## src/rtl/dawd_pkg.sv

```systemverilog
package dawd_pkg;
  localparam int DATA_W = 32;
  localparam int ADDR_W = 4;

  localparam logic [ADDR_W-1:0] OFS_CTL0 = 4'h0;
  localparam logic [ADDR_W-1:0] OFS_CTL1 = 4'h4;
  localparam logic [ADDR_W-1:0] OFS_TB   = 4'h8;

  localparam int B_RFLAG = 3;
  localparam int B_STATE = 2;
  localparam int B_ARMA  = 1;
  localparam int B_ARMB  = 0;

  function automatic logic [DATA_W-1:0] pack_ctl0(input logic rflag, input logic state,
                                                  input logic arm_a);
    logic [DATA_W-1:0] v;
    v = '0;
    v[B_RFLAG] = rflag;
    v[B_STATE] = state;
    v[B_ARMA]  = arm_a;
    return v;
  endfunction

  function automatic logic [DATA_W-1:0] pack_ctl1(input logic arm_b);
    logic [DATA_W-1:0] v;
    v = '0;
    v[B_ARMB] = arm_b;
    return v;
  endfunction
endpackage

```

## src/rtl/dawd_timebase.sv

```systemverilog
module dawd_timebase #(
  parameter int W = 32
) (
  input  logic         clk,
  input  logic         rst_n,
  output logic [W-1:0] tb_q
);
  always_ff @(posedge clk or negedge rst_n) begin
    if (!rst_n) tb_q <= '0;
    else        tb_q <= tb_q + W'(1);
  end


  tb_adv_chk: assert property (@(posedge clk) disable iff (!rst_n)
    1'b1 |=> tb_q == $past(tb_q) + W'(1));
endmodule

```

## src/rtl/dawd_interval.sv

```systemverilog
module dawd_interval #(
  parameter int LOG2 = 20
) (
  input  logic clk,
  input  logic rst_n,
  input  logic armed,
  input  logic restart,
  output logic expire
);
  logic [LOG2-1:0] iv_q;

  assign expire = armed && !restart && (iv_q == '1);

  always_ff @(posedge clk or negedge rst_n) begin
    if (!rst_n)                 iv_q <= '0;
    else if (!armed || restart) iv_q <= '0;
    else                        iv_q <= iv_q + LOG2'(1);
  end


  iv_idle_chk: assert property (@(posedge clk) disable iff (!rst_n)
    !armed |=> !expire);
endmodule

```

## src/rtl/dawd_stage.sv

```systemverilog
module dawd_stage (
  input  logic clk,
  input  logic rst_n,
  input  logic expire,
  input  logic clr_state,
  input  logic clr_rflag,
  output logic state_q,
  output logic rflag_q,
  output logic irq_q,
  output logic bite
);
  logic warn;
  assign warn = expire && !state_q;
  assign bite = expire && state_q;

  always_ff @(posedge clk or negedge rst_n) begin
    if (!rst_n) begin
      state_q <= 1'b0;
      rflag_q <= 1'b0;
      irq_q   <= 1'b0;
    end else begin
      irq_q <= warn;
      if (clr_state) state_q <= 1'b0;
      else if (warn) state_q <= 1'b1;
      if (clr_rflag) rflag_q <= 1'b0;
      else if (bite) rflag_q <= 1'b1;
    end
  end


  irq_pulse_chk: assert property (@(posedge clk) disable iff (!rst_n)
    irq_q |=> !irq_q);

  rflag_keep_chk: assert property (@(posedge clk) disable iff (!rst_n)
    rflag_q && !clr_rflag |=> rflag_q);
endmodule

```

## src/rtl/dawd_rst_hold.sv

```systemverilog
module dawd_rst_hold #(
  parameter int HOLD = 16
) (
  input  logic clk,
  input  logic rst_n,
  input  logic fire,
  output logic rst_o
);
  localparam int CW = $clog2(HOLD + 1);
  logic [CW-1:0] cnt_q;

  always_ff @(posedge clk or negedge rst_n) begin
    if (!rst_n)              cnt_q <= '0;
    else if (fire)           cnt_q <= CW'(HOLD);
    else if (cnt_q != '0)    cnt_q <= cnt_q - CW'(1);
  end

  assign rst_o = (cnt_q != '0);


  rst_min_chk: assert property (@(posedge clk) disable iff (!rst_n)
    $rose(rst_o) |=> rst_o);
endmodule

```

## src/rtl/dual_arm_watchdog.sv

```systemverilog
module dual_arm_watchdog
  import dawd_pkg::*;
#(
  parameter int INTERVAL_LOG2 = 20,
  parameter int RST_HOLD      = 16,
  parameter bit STICKY_ARM    = 1'b0
) (
  input  logic              clk,
  input  logic              rst_n,
  input  logic              bus_wen,
  input  logic [ADDR_W-1:0] bus_addr,
  input  logic [DATA_W-1:0] bus_wdata,
  output logic [DATA_W-1:0] bus_rdata,
  output logic              wd_irq,
  output logic              wd_reset_out
);
  logic wr_ctl0, wr_ctl1;
  logic clr_state, clr_rflag, restart;
  logic arm_a, arm_b, armed;
  logic expire, state_q, rflag_q, bite;
  logic [DATA_W-1:0] tb_q;
  logic unused_wdata;

  assign unused_wdata = ^bus_wdata[DATA_W-1:B_RFLAG+1];

  assign wr_ctl0   = bus_wen && (bus_addr == OFS_CTL0);
  assign wr_ctl1   = bus_wen && (bus_addr == OFS_CTL1);
  assign clr_state = wr_ctl0 && bus_wdata[B_STATE];
  assign clr_rflag = wr_ctl0 && bus_wdata[B_RFLAG];
  assign restart   = clr_state || clr_rflag;
  assign armed     = arm_a && arm_b;

  generate
    if (STICKY_ARM) begin : g_sticky
      always_ff @(posedge clk or negedge rst_n) begin
        if (!rst_n)       arm_a <= 1'b0;
        else if (wr_ctl0) arm_a <= arm_a | bus_wdata[B_ARMA];
      end

      arm_lock_chk: assert property (@(posedge clk) disable iff (!rst_n)
        arm_a |=> arm_a);
    end else begin : g_plain
      always_ff @(posedge clk or negedge rst_n) begin
        if (!rst_n)       arm_a <= 1'b0;
        else if (wr_ctl0) arm_a <= bus_wdata[B_ARMA];
      end
    end
  endgenerate

  always_ff @(posedge clk or negedge rst_n) begin
    if (!rst_n)       arm_b <= 1'b0;
    else if (wr_ctl1) arm_b <= bus_wdata[B_ARMB];
  end

  dawd_timebase #(.W(DATA_W)) u_tb (
    .clk(clk), .rst_n(rst_n), .tb_q(tb_q));

  dawd_interval #(.LOG2(INTERVAL_LOG2)) u_iv (
    .clk(clk), .rst_n(rst_n), .armed(armed), .restart(restart), .expire(expire));

  dawd_stage u_stage (
    .clk(clk), .rst_n(rst_n), .expire(expire), .clr_state(clr_state),
    .clr_rflag(clr_rflag), .state_q(state_q), .rflag_q(rflag_q),
    .irq_q(wd_irq), .bite(bite));

  dawd_rst_hold #(.HOLD(RST_HOLD)) u_hold (
    .clk(clk), .rst_n(rst_n), .fire(bite), .rst_o(wd_reset_out));

  always_comb begin
    case (bus_addr)
      OFS_CTL0: bus_rdata = pack_ctl0(rflag_q, state_q, arm_a);
      OFS_CTL1: bus_rdata = pack_ctl1(arm_b);
      OFS_TB:   bus_rdata = tb_q;
      default:  bus_rdata = '0;
    endcase
  end


  no_arm_irq_chk: assert property (@(posedge clk) disable iff (!rst_n)
    !armed |=> !wd_irq);

  kick_mask_chk: assert property (@(posedge clk) disable iff (!rst_n)
    restart |=> !wd_irq);

  bite_flag_chk: assert property (@(posedge clk) disable iff (!rst_n)
    $rose(wd_reset_out) |-> rflag_q);
endmodule

```

## config.mk

```make
export PLATFORM = sky130hd
export DESIGN_NAME = dual_arm_watchdog
export DESIGN_NICKNAME = d
export VERILOG_FILES = /design/src/rtl/dawd_pkg.sv /design/src/rtl/dawd_timebase.sv /design/src/rtl/dawd_interval.sv /design/src/rtl/dawd_stage.sv /design/src/rtl/dawd_rst_hold.sv /design/src/rtl/dual_arm_watchdog.sv
export SDC_FILE = /design/constraint.sdc
export NUM_CORES = 1
export LEC_CHECK = 0
export ABC_AREA = 0
export BUFFER_PORTS_ARGS = -buffer_cell sky130_fd_sc_hd__buf_2
export CORE_UTILIZATION = 24
export DETAILED_ROUTE_END_ITERATION = 16
export GPL_ROUTABILITY_DRIVEN = 0
export PLACE_DENSITY_LB_ADDON = 0.3
export SYNTH_ARGS = -nofsm -noshare
export SYNTH_HDL_FRONTEND = slang
export SYNTH_SLANG_ARGS = --single-unit
```

## constraint.sdc

```tcl
create_clock -name clk -period 2.2 [get_ports clk]
set_input_delay 0.22 -clock clk [delete_from_list [all_inputs] [get_ports clk]]
set_output_delay 0.22 -clock clk [all_outputs]
set_load 0.01 [all_outputs]
```

[After elaboration in Yosys (flattened, before gate mapping)]
Index checks and enable logic that the tools add are counted.
Widths: inputs -> output; s select.
Word-level totals
  bits in registers: 62
  input bits: 39
  word-level logic and storage cells: 41
Cells by class
  add/subtract/negate cells: 3
  equal/unequal tests: 3
  mux-type cells: 8
  reductions and logical operators: 19
Operator list (number)
  $pmux 32 s3: 1
  $add 32x1->32 const B: 1
  $add 20x1->20 const B: 1
  $eq 20x20->1 const B: 1
  $mux 20: 1
  $mux 5: 2
  $logic_and 1x1->1: 9
  $reduce_bool 2->1: 3
  $reduce_bool 5->1: 1
  $sub 5x1->5 const B: 1
  $eq 4x3->1 const B: 1
  $eq 4x4->1 const B: 1
  $logic_not 4->1: 1
  $mux 1: 4
  $logic_not 1->1: 3
  $logic_or 1x1->1: 2

[Depth between registers and ports, before layout]
  depth in word-level cells: 10
  mapped depth: 6

[Hierarchy]
A second synthesis with hierarchy kept.
Unflattened totals
  cell total of the unflattened synthesis: 318
  area total of the unflattened synthesis: 3251.9 sq um
By module, submodules not included
  dawd_timebase: times used 1, cells an instance 127, area an instance 1478.9 sq um, seq. area each 800.8 sq um
  dawd_interval: times used 1, cells an instance 104, area an instance 992.2 sq um, seq. area each 500.5 sq um
  dual_arm_watchdog: times used 1, cells an instance 53, area an instance 411.6 sq um, seq. area each 50.0 sq um
  dawd_rst_hold: times used 1, cells an instance 25, area an instance 261.5 sq um, seq. area each 125.1 sq um
  dawd_stage: times used 1, cells an instance 9, area an instance 107.6 sq um, seq. area each 75.1 sq um

[Worst setup path before layout]
Ideal clock, no wire load.
  path kind: register to register
  from: reg u_hold.cnt_q[0]
  to: reg u_hold.cnt_q[3]
  setup time: 0.132 ns
  data arrival time: 1.547 ns
  setup slack: 0.521 ns
  cell stages (with the launch flop): 7
  path buffers: 0
  clock period less this slack: 1.679 ns
  path through: dfrtp_1 -> inv_1 -> ha_1 -> nor4b_1 -> nor3_1 -> a21oi_1 -> nor2_1
On the way
  cells in the longest elaborated chain, start to end: 3
  elaborated cells on any way between the ends: 5
Ends and longest elaborated chain
  from (decl): RTL line dawd_rst_hold.sv:10  | logic [CW-1:0] cnt_q;
  from (signal assigned): RTL line dawd_rst_hold.sv:14  | else if (fire) cnt_q <= CW'(HOLD);
  from (signal assigned): RTL line dawd_rst_hold.sv:15  | else if (cnt_q != '0) cnt_q <= cnt_q - CW'(1);
  $sub 5x1->5: RTL line dawd_rst_hold.sv:15
  $mux 5: RTL line dawd_rst_hold.sv:15
  $mux 5: RTL line dawd_rst_hold.sv:14
Several ways; a longest one is shown, not always the timed one. The select of a mux whose other input is x is not followed.
A chain may end at the register's enable or synchronous reset.

[Final worst setup path]
  from: reg u_hold.cnt_q[0]
  to: out wd_reset_out
On the way
  cells in the longest elaborated chain, start to end: 1
Ends and longest elaborated chain
  $reduce_bool 5->1: RTL line dawd_rst_hold.sv:18  | assign rst_o = (cnt_q != '0);
  to (decl): RTL line dual_arm_watchdog.sv:15  | output logic wd_reset_out
No other way between the ends.

==> flow_metrics.tcl <==
set metrics [dict create \
    netlist_instances 320 \
    power_frac_clock 0.516 \
    cts_clock_pin_slew_for_the_worst_setup_and_hold_paths_ns 0.06 \
    slew_headroom 0.715 \
    totalNegativeSetupSlack_ns 0 \
    detailedPlacementHpwl_mm 5.01 \
    seq_area_frac_synth 0.487 \
    finish.net_count 409 \
    timing.critical_path.arrival_ns 1.69 \
    cts-htree-levels 3 \
    dieWidth_um 117 \
    power.density_cell_area_nw_per_um2 817 \
    kind_of_end_point_of_the_critical_path "output pin" \
    synth_fp_nets 362 \
    synth_top_cell_by_area "dfrtp_1" \
    wl_per_cell_um 13.3 \
    timing.fmax_ghz 0.523 \
    grt_pass1_wl_mm 12.3 \
    post_synth_num_cell_types 38 \
    seqPwrFrac 0.385 \
    height_of_the_chip_um 117 \
    fraction_of_power_spent_switching_nets 0.242 \
    grt_setup_unrepaired "no" \
    pwr-share-comb 0.099 \
    design.die.area_um2 13700 \
    critPathLaunchType "flop" \
    yosys_register_bits 62 \
    grt_max_degree 63 \
    setup_viol 0 \
    syn_area_um2 3180 \
    first_global_vias 2443 \
    portBuffers 44 \
    placement.setup.worst_slack_ns 0.367 \
    internal_power_mw 2.46 \
    number_of_vias_after_detailed_routing 2461 \
    critical_path_required_ns 1.98 \
    clock_latency_of_the_later_clocked_register_in_the_worst_skew_pair_ns 0.33 \
    holdCritPathClass "in -> reg" \
    route.detailed.drc 0 \
    clockBufferDepth 2 \
    ant_nets 0 \
    first_pass_iters 4 \
    final.setup.worst_slack_ns 0.287 \
    globalRouteTotalUtil 0.117 \
    synthesis.area_per_instance_um2 9.95 \
    via_per_inst 4.52 \
    clock_tree_from_tritoncts "done" \
    slew_violations 0 \
    synth_warnings 0 \
    multiInputGateArea_um2 1540 \
    clock-root-buffer "clkbuf_16" \
    initialDrtViolationCount 92 \
    number_of_fill_cells_in_the_layout 1344 \
    postRouteWirelength_mm 7.26 \
    max_cap_violations 0 \
    run_status "finished, final reports clean" \
    hold_violations 0 \
    vdd_ir_drop_max_v 0.000316 \
    num_rows 41 \
    synthDominantCellAreaShare 0.487 \
    synth_top_cells_by_area "dfrtp_1 (49%), xor2_1 (6.6%), and3_1 (6.5%)" \
    global_route.overflow_total 0 \
    number_of_antenna_violations_at_the_first_check_in_global_routing 0 \
    area.sequential_um2 1550 \
    critical_path_class "reg -> out" \
    clock-skew-final_ns 0.00868 \
    syn2layout_area_growth_pct 25.0 \
    timing.final.crit_period_ns 1.91 \
    crit_path_max_fanout 6 \
    fp.coreArea_um2 12800 \
    fin_crit_sh 0.869 \
    worst_pin_slew_ns 0.427 \
    cts.sink_count 62 \
    p_sw_mw 0.788 \
    insertedDiodeCount 0 \
    leakagePower_nw 1.95 \
    io_pins 73 \
    cts_inserted_buffers 9 \
    floorplan.initialDensity 0.249 \
    final_layout_size_suffix_gt1_frac 0.207 \
]
logic make-up after synthesis:
family / after synthesis / share of synthesized area
multiplexers: 6 / 0.0197
AND/OR/NAND/NOR: 165 / 0.296
AO/OA/AOI/OAI: 13 / 0.0271
adder cells (fa/ha/maj): 3 / 0.0118
buffers and inverters: 25 / 0.0318
XOR/XNOR: 46 / 0.127
flip-flops: 62 / 0.487
worst paths after layout:
check / end / startpoint / slack [ns] / cells past startpoint
worst min-delay path: arm_b$_DFFE_PN0P_ / bus_wdata[0] / 0.13 / 2
min in group asynchronous: u_hold.cnt_q[2]$_DFFE_PN0P_ / rst_n / 0.42 / 3
worst min register to register: u_tb.tb_q[27]$_DFF_PN0_ / u_tb.tb_q[27]$_DFF_PN0_ / 0.48 / 1
worst max register to register: u_tb.tb_q[27]$_DFF_PN0_ / u_tb.tb_q[3]$_DFF_PN0_ / 0.39 / 4
worst max-delay path: wd_reset_out / u_hold.cnt_q[0]$_DFFE_PN0P_ / 0.29 / 6
max in group asynchronous: u_iv.iv_q[12]$_DFF_PN0_ / rst_n / 1.47 / 3
synth_stat cells, drive strengths merged:
library cell	number
a21oi	4
o211ai	1
nand2b	1
a31oi	1
clkbuf	8
a32o	1
nand4	14
o21a	1
o21ai	2
xor2	24
or3	5
mux2i	4
xnor2	22
or2	1
and3	33
nor4b	2
nor2b	1
buf	7
a31o	2
dfrtp	62
or4	1
nor4	13
ha	3
nor3	15
nand3	19
mux2	2
nand2	21
and4	7
nor2	28
and2	3
nand4b	1
inv	10
a21o	1
state kept, by name, summed over array words and instances, names as in the netlist:
register,flops
arm_a,1
u_stage.irq_q,1
u_tb.tb_q,32
arm_b,1
u_hold.cnt_q,5
u_stage.state_q,1
u_stage.rflag_q,1
u_iv.iv_q,20
per-layer routing:
| layer | track usage | part of all wire | wire length, um | up-vias |
|---|---|---|---|---|
| met1 | 0.160 | 0.51 | 3730 | 1199 |
| met5 | 0 | 0 | 0 | - |
| met4 | 0.0405 | 0.011 | 79 | 0 |
| met3 | 0.0273 | 0.031 | 225 | 6 |
| met2 | 0.181 | 0.44 | 3220 | 31 |
| li1 | - | - | - | 1225 |
what timing repair did:
| action | CTS | global route |
|---|---|---|
| endpoints found under the setup margin | 0 | 0 |
| hold buffers | 1 | 0 |
| gates resized for setup | 0 | 0 |
| hold endpoints to repair | 62 | 0 |
| setup buffers | 0 | 0 |
worst max-delay path: stages (launching register included):
cell,delay (ns)
dfrtp_1,0.37
inv_1,0.10
ha_1,0.22
nor4b_1,0.31
buf_4,0.21
inv_1,0.04
buf_2,0.13
area by class of cell:
type / instances / share of cell area
sequential: 62 / 0.390
multi-input combinational: 233 / 0.386
timing repair buffer: 51 / 0.0723
clock buffer: 9 / 0.0566
tap: 172 / 0.0541
clock inverter: 7 / 0.0321
inverter: 10 / 0.00943
through the flow:
stage | hold slack, ns | cell area, um^2 | utilization | total power, mW | cells
final | 0.128 | 3980 | 0.312 | 3.25 | 544
after detailed placement | 0.260 | 3620 | 0.283 | 1.60 | 527
after CTS | 0.123 | 3980 | 0.312 | 3.30 | 544
after floorplan | -0.0756 | 3180 | - | 1.48 | 320
after global placement | 0.262 | 3620 | 0.283 | 1.58 | 527
after global routing | 0.126 | 3980 | 0.312 | 3.38 | 544
placed cells by master (no fill, tap or decap), types with 2 or more instances in the layout:
cell / n
a21oi_1: 4
a31o_2: 2
and2_1: 3
and3_1: 33
and4_1: 7
buf_2: 44
buf_4: 5
bufinv_16: 3
clkbuf_16: 9
dfrtp_1: 62
ha_1: 3
inv_1: 10
inv_6: 2
mux2_2: 2
mux2i_1: 4
nand2_1: 21
nand3_1: 19
nand4_1: 11
nand4_2: 2
nor2_1: 28
nor3_1: 14
nor4_1: 12
nor4b_1: 2
o21ai_0: 2
or3_1: 4
xnor2_1: 22
xor2_1: 24
power groups by stage:
stage / sequential (mW) / clock, mW / combinational [mW]
floorplan: 1.26 / 0 / 0.219
global placement: 1.27 / 0 / 0.312
detailed placement: 1.27 / 0 / 0.325
CTS: 1.25 / 1.72 / 0.330
global route: 1.26 / 1.76 / 0.366
finish: 1.25 / 1.68 / 0.322
No activity file was read; power rests on OpenSTA's default activity.
